`src/rtl/rmd_pkg.sv`:
```
package rmd_pkg;
  localparam int BYTE_W     = 8;
  localparam int FUNC_W     = 3;
  localparam int DST_W      = 2;
  localparam int SRC_W      = 3;
  localparam int NUM_DST    = 1 << DST_W;
  localparam int OUT_SRC_W  = 4;
  localparam int ALIAS_IDX  = 8;

  typedef enum logic [2:0] {
    OP_MUL = 3'd0,
    OP_ADD = 3'd1,
    OP_SUB = 3'd2,
    OP_ROR = 3'd3,
    OP_ROL = 3'd4,
    OP_XOR = 3'd5
  } op_e;

  typedef enum logic [1:0] {
    ST_LEAD,
    ST_DIR,
    ST_IMM,
    ST_HOLD
  } st_e;
endpackage

```
`src/rtl/rmd_lead_decode.sv`:
```
module rmd_lead_decode
  import rmd_pkg::*;
(
  input  logic [BYTE_W-1:0]    lead,
  output op_e                  base_op,
  output logic                 is_rot,
  output logic                 is_add,
  output logic [DST_W-1:0]     dst,
  output logic [OUT_SRC_W-1:0] src
);
  logic [FUNC_W-1:0] func;
  logic [SRC_W-1:0]  raw_src;
  logic              self_ref;

  always_comb begin
    func    = lead[FUNC_W-1:0];
    dst     = lead[FUNC_W +: DST_W];
    raw_src = lead[FUNC_W+DST_W +: SRC_W];
    is_rot  = 1'b0;
    is_add  = 1'b0;
    case (func)
      3'd0, 3'd1, 3'd2: base_op = OP_MUL;
      3'd3: begin base_op = OP_ADD; is_add = 1'b1; end
      3'd4: base_op = OP_SUB;
      3'd5: begin base_op = OP_ROR; is_rot = 1'b1; end
      default: base_op = OP_XOR;
    endcase
    self_ref = (base_op == OP_ADD || base_op == OP_SUB || base_op == OP_XOR) &&
               (raw_src == {{(SRC_W-DST_W){1'b0}}, dst});
    src = self_ref ? OUT_SRC_W'(ALIAS_IDX) : {{(OUT_SRC_W-SRC_W){1'b0}}, raw_src};
  end
endmodule

```
`src/rtl/rmd_rot_history.sv`:
```
module rmd_rot_history #(
  parameter int NUM_ENT = 4,
  localparam int IW = $clog2(NUM_ENT)
) (
  input  logic          clk,
  input  logic          rst,
  input  logic          clr,
  input  logic          wr_en,
  input  logic [IW-1:0] wr_idx,
  input  logic          wr_rot,
  input  logic [IW-1:0] rd_idx,
  output logic          rd_rot
);
  logic [NUM_ENT-1:0] flags;

  for (genvar g = 0; g < NUM_ENT; g++) begin : g_flag
    always_ff @(posedge clk) begin
      if (rst || clr)
        flags[g] <= 1'b0;
      else if (wr_en && wr_idx == IW'(g))
        flags[g] <= wr_rot;
    end
  end

  assign rd_rot = flags[rd_idx];
endmodule

```
`src/rtl/rmd_imm_collect.sv`:
```
module rmd_imm_collect #(
  parameter int NBYTES = 4,
  parameter int BW     = 8,
  localparam int W     = NBYTES * BW,
  localparam int CW    = $clog2(NBYTES) + 1
) (
  input  logic          clk,
  input  logic          rst,
  input  logic          start,
  input  logic          shift_en,
  input  logic [BW-1:0] byte_in,
  output logic [W-1:0]  next_value,
  output logic          last
);
  logic [W-1:0]  value;
  logic [CW-1:0] cnt;

  assign next_value = {byte_in, value[W-1:BW]};
  assign last       = (cnt == CW'(NBYTES - 1));

  always_ff @(posedge clk) begin
    if (rst || start) begin
      value <= '0;
      cnt   <= '0;
    end else if (shift_en) begin
      value <= next_value;
      cnt   <= cnt + 1'b1;
    end
  end
endmodule

```
`src/rtl/rmath_byte_decoder.sv`:
```
module rmath_byte_decoder
  import rmd_pkg::*;
#(
  parameter int IMM_BYTES = 4,
  localparam int IMM_W    = IMM_BYTES * BYTE_W
) (
  input  logic                 clk,
  input  logic                 rst,
  input  logic                 flush,
  input  logic                 in_valid,
  output logic                 in_ready,
  input  logic [BYTE_W-1:0]    in_byte,
  output logic                 out_valid,
  input  logic                 out_ready,
  output logic [2:0]           out_op,
  output logic [DST_W-1:0]     out_dst,
  output logic [OUT_SRC_W-1:0] out_src,
  output logic [IMM_W-1:0]     out_imm,
  output logic                 uses_r8
);
  st_e                  st;
  logic                 acc;
  op_e                  dec_op;
  logic                 dec_rot, dec_add;
  logic [DST_W-1:0]     dec_dst, hold_dst;
  logic [OUT_SRC_W-1:0] dec_src, hold_src;
  logic                 hist_rot;
  logic [IMM_W-1:0]     imm_next;
  logic                 imm_last;
  logic                 emit;
  op_e                  emit_op;
  logic [DST_W-1:0]     emit_dst;
  logic [OUT_SRC_W-1:0] emit_src;
  logic [IMM_W-1:0]     emit_imm;

  assign in_ready = (st != ST_HOLD);
  assign acc      = in_valid && in_ready;

  rmd_lead_decode u_dec (
    .lead    (in_byte),
    .base_op (dec_op),
    .is_rot  (dec_rot),
    .is_add  (dec_add),
    .dst     (dec_dst),
    .src     (dec_src)
  );

  rmd_rot_history #(.NUM_ENT(NUM_DST)) u_hist (
    .clk    (clk),
    .rst    (rst),
    .clr    (flush),
    .wr_en  (emit && !flush),
    .wr_idx (emit_dst),
    .wr_rot (emit_op == OP_ROR || emit_op == OP_ROL),
    .rd_idx (hold_dst),
    .rd_rot (hist_rot)
  );

  rmd_imm_collect #(.NBYTES(IMM_BYTES), .BW(BYTE_W)) u_imm (
    .clk        (clk),
    .rst        (rst),
    .start      (st == ST_LEAD && acc && dec_add),
    .shift_en   (st == ST_IMM && acc),
    .byte_in    (in_byte),
    .next_value (imm_next),
    .last       (imm_last)
  );

  always_comb begin
    emit     = 1'b0;
    emit_op  = dec_op;
    emit_dst = dec_dst;
    emit_src = dec_src;
    emit_imm = '0;
    case (st)
      ST_LEAD: emit = acc && !dec_rot && !dec_add;
      ST_DIR: begin
        emit     = acc && !hist_rot;
        emit_op  = in_byte[BYTE_W-1] ? OP_ROL : OP_ROR;
        emit_dst = hold_dst;
        emit_src = hold_src;
      end
      ST_IMM: begin
        emit     = acc && imm_last;
        emit_op  = OP_ADD;
        emit_dst = hold_dst;
        emit_src = hold_src;
        emit_imm = imm_next;
      end
      default: emit = 1'b0;
    endcase
  end

  always_ff @(posedge clk) begin
    if (rst || flush) begin
      st        <= ST_LEAD;
      hold_dst  <= '0;
      hold_src  <= '0;
      out_valid <= 1'b0;
      out_op    <= '0;
      out_dst   <= '0;
      out_src   <= '0;
      out_imm   <= '0;
      uses_r8   <= 1'b0;
    end else begin
      case (st)
        ST_LEAD: if (acc) begin
          hold_dst <= dec_dst;
          hold_src <= dec_src;
          if (dec_rot)      st <= ST_DIR;
          else if (dec_add) st <= ST_IMM;
          else              st <= ST_HOLD;
        end
        ST_DIR:  if (acc) st <= hist_rot ? ST_LEAD : ST_HOLD;
        ST_IMM:  if (acc && imm_last) st <= ST_HOLD;
        default: if (out_ready) begin
          st        <= ST_LEAD;
          out_valid <= 1'b0;
        end
      endcase
      if (emit) begin
        out_valid <= 1'b1;
        out_op    <= emit_op;
        out_dst   <= emit_dst;
        out_src   <= emit_src;
        out_imm   <= emit_imm;
        if (emit_src == OUT_SRC_W'(ALIAS_IDX)) uses_r8 <= 1'b1;
      end
    end
  end
endmodule

```
`config.mk`:
```
export PLATFORM = sky130hd
export DESIGN_NAME = rmath_byte_decoder
export DESIGN_NICKNAME = d
export VERILOG_FILES = /design/src/rtl/rmd_pkg.sv /design/src/rtl/rmd_lead_decode.sv /design/src/rtl/rmd_rot_history.sv /design/src/rtl/rmd_imm_collect.sv /design/src/rtl/rmath_byte_decoder.sv
export SDC_FILE = /design/constraint.sdc
export NUM_CORES = 1
export LEC_CHECK = 0
export ABC_AREA = 1
export BUFFER_PORTS_ARGS = -buffer_cell sky130_fd_sc_hd__buf_2
export CAP_MARGIN = 40
export CORE_ASPECT_RATIO = 0.9
export CORE_MARGIN = 3
export CORE_UTILIZATION = 48
export DETAILED_ROUTE_END_ITERATION = 8
export PLACE_DENSITY = 0.8
export SLEW_MARGIN = 10
export SYNTH_ARGS = -nofsm -noshare
export SYNTH_HDL_FRONTEND = slang
export SYNTH_SLANG_ARGS = --single-unit
```
`constraint.sdc`:
```
create_clock -name clk -period 2.67 [get_ports clk]
set_input_delay 0.1335 -clock clk [delete_from_list [all_inputs] [get_ports clk]]
set_output_delay 0.1335 -clock clk [all_outputs]
set_load 0.05 [all_outputs]
```
==> impl_metrics.ini <==
[status]
status = completed

[clock_tree]
cts_buffers = 9
clkSlewWorstSetupHoldPaths_ns = 0.09
cts_setup_buffers = 0
clockRootBuffer = clkbuf_8
clkSinkCount = 82
holdBufCountCts = 0
tritoncts = done
cts_buffer_depth = 2
htree_levels = 3
clk_latency_ns = 0.37
post_cts_resized = 0

[worst_setup_path]
critPathArrivalTime_ns = 2.50
crit_path_end_kind = flip-flop
path_class = reg -> reg
worstPathRequired_ns = 2.93
cp_max_fo = 12
start_kind = flip-flop

[synth]
ys_types = 28
synth.avg_cell_area_um2 = 7.48
synth_cells = 448
yosysSeqAreaShare = 0.490
ys_warn_count = 0
syn_area_um2 = 3350
synth_edf_count = 0
async_flop_share = 0
ys_seq_elements = 82
synth_nets = 467
ys.flop_type = dfxtp_1

[run]
maxCapViolCount = 0

[global_route]
antenna_found_initial = 0
globalRouteTotalUtil = 0.224
grt_pass1_vias = 3144
grt_max_degree = 51
globalRouteOverflowTotal = 0
grt_pass1_wl_um = 14400

[route]
routedWlPerCell_um = 14.3
initialDrtViolationCount = 170
detail-route-antenna-nets = 0
vias = 3164
dr.pass1.iters = 5
drc = 0
wirelength_um = 8480
viasPerCell = 5.35

[finish]
area_growth_pct = 15.3
drive_gt1_frac = 0.184
n_fill_cell = 615
regArea_um2 = 1640
num-nets-final = 515
stdcell_area_um2 = 3870
insertedDiodeCount = 0
multi_input_area_um2 = 1480

[sta]
hold_viol_final = 0
worst_pin_slew_ns = 0.545
rsz0062_at_grt = false
tns_ns = 0
maxSlewViolCount = 0
finClkSkew_ns = 0.0113
fmax_ghz = 0.446
slew_headroom = 0.633
final-setup-viol-count = 0
post-route-period-util = 0.839
layout_min_cycle_time_ns = 2.24

[power_and_ir_drop]
power.leakage_nw = 1.66
ir_drop_mv = 0.609
p_per_area_nw_per_um2 = 721

[floorplanning]
core-area_um2 = 6690
row_count = 28
io_pins = 57
die-area_um2 = 8020
start_util = 0.501
die_w_um = 94.1
die_h_um = 85.3

[place]
gp_congestion = 0.867
io_buffer_count = 56
dpl_cell_area_um2 = 3660
post-dp-hpwl_um = 5830

[worst_hold_path]
hp-class = in -> reg
==> routing by layer <==
layer  up-vias  part of all wire  global-route usage
met5         -                 0                   0
met4         0             0.020               0.101
met3        25             0.075              0.0629
met2       138              0.47               0.353
met1      1441              0.44               0.286
li1       1560                 -                   -
==> per-stage QoR <==
step	hold WS (ns)	setup WS, ns	utilization	cells	total power, mW
finish	0.0838	0.430	0.578	591	2.79
global route	0.0867	0.214	0.578	591	2.91
CTS	0.0741	0.538	0.578	591	2.80
detailed placement	0.447	0.561	0.547	575	1.89
global placement	0.442	0.741	0.547	575	1.88
floorplan	0.273	0.903	-	448	1.77
==> layout by cell type (no fill, tap or decap) <==
cell type and n:
nand4_1 2, o21ai_1 3, a21boi_0 1, clkinv_4 1, nor2_1 56, ha_1 6
nand3_2 1, o21bai_2 1, dfxtp_1 82, xnor2_1 1, a31oi_1 1, or2_0 1
inv_2 5, nand2_4 3, o21ai_0 53, clkinvlp_4 3, bufinv_16 1, inv_4 1
o21bai_1 1, a211oi_1 1, clkbuf_8 10, buf_4 5, clkinv_2 1, nor3_1 1
nand3_1 8, buf_2 56, inv_1 22, nor2_2 4, a21oi_1 78, nand2_1 92
==> worst max-delay path, stage by stage (launching register included) <==
cell	delay, ns
dfxtp_1	0.40
inv_1	0.10
ha_1	0.49
inv_1	0.17
a21oi_1	0.19
nand2_1	0.07
o21ai_1	0.16
nand2_1	0.09
o21ai_1	0.17
inv_1	0.10
nor2_1	0.12
nor2_1	0.06
==> cells by family (layout without fill, tap and decap cells) <==
family | after synthesis | after routing | synth area share
AOI/OAI and AO/OA | 139 | 139 | 0.212
xor gates and xnor gates | 1 | 1 | 0.00261
adders and majority gates | 6 | 6 | 0.0224
buffers and inverters | 52 | 105 | 0.0687
DFF | 82 | 82 | 0.490
and+or+nand+nor | 168 | 168 | 0.205
==> synth_stat cells, types with 3 or more instances <==
cell type / n / area share
nand2_1: 92 / 0.10
dfxtp_1: 82 / 0.49
a21oi_1: 78 / 0.12
nor2_1: 57 / 0.064
o21ai_0: 53 / 0.079
inv_1: 22 / 0.025
clkbuf_1: 10 / 0.011
buf_2: 8 / 0.012
nand3_1: 8 / 0.012
ha_1: 6 / 0.022
inv_2: 5 / 0.0056
buf_4: 4 / 0.0090
nand2_4: 3 / 0.010
nor2_2: 3 / 0.0056
o21ai_1: 3 / 0.0045
==> path summary, 6_finish.rpt <==
| kind | slack (ns) | cells past startpoint | start | endpoint |
|---|---|---|---|---|
| setup / recovery | 0.43 | 11 | st[1] | u_hist.flags[0] |
| hold / removal | 0.08 | 3 | in_byte[5] | hold_src[0] |
| setup reg to reg | 0.43 | 11 | st[1] | u_hist.flags[0] |
| hold reg to reg | 0.46 | 2 | uses_r8 | uses_r8 |
==> state kept, by name, summed over array words and instances (netlist names), 2 cells and up <==
name and count:
out_imm 32, u_imm.value 24, hold_src 4, out_src 4, u_hist.flags 4, out_op 3, u_imm.cnt 3, hold_dst 2
out_dst 2, st 2
==> where the power goes <==
group | leakage [nW] | internal (mW) | switching, mW
Clock | 0.0945 | 0.457 | 0.454
Sequential | 0.665 | 1.28 | 0.0279
Combinational | 0.896 | 0.136 | 0.435
Total | 1.66 | 1.87 | 0.917
==> cell type report <==
cell class,count,share of cell area
Tap cell,90,0.0291
Clock buffer,10,0.0356
Sequential cell,82,0.425
Multi-Input combinational cell,314,0.383
Timing Repair Buffer,61,0.0822
Clock inverter,6,0.0172
Inverter,28,0.0278
Note: power is estimated with default switching activity, not from simulation.
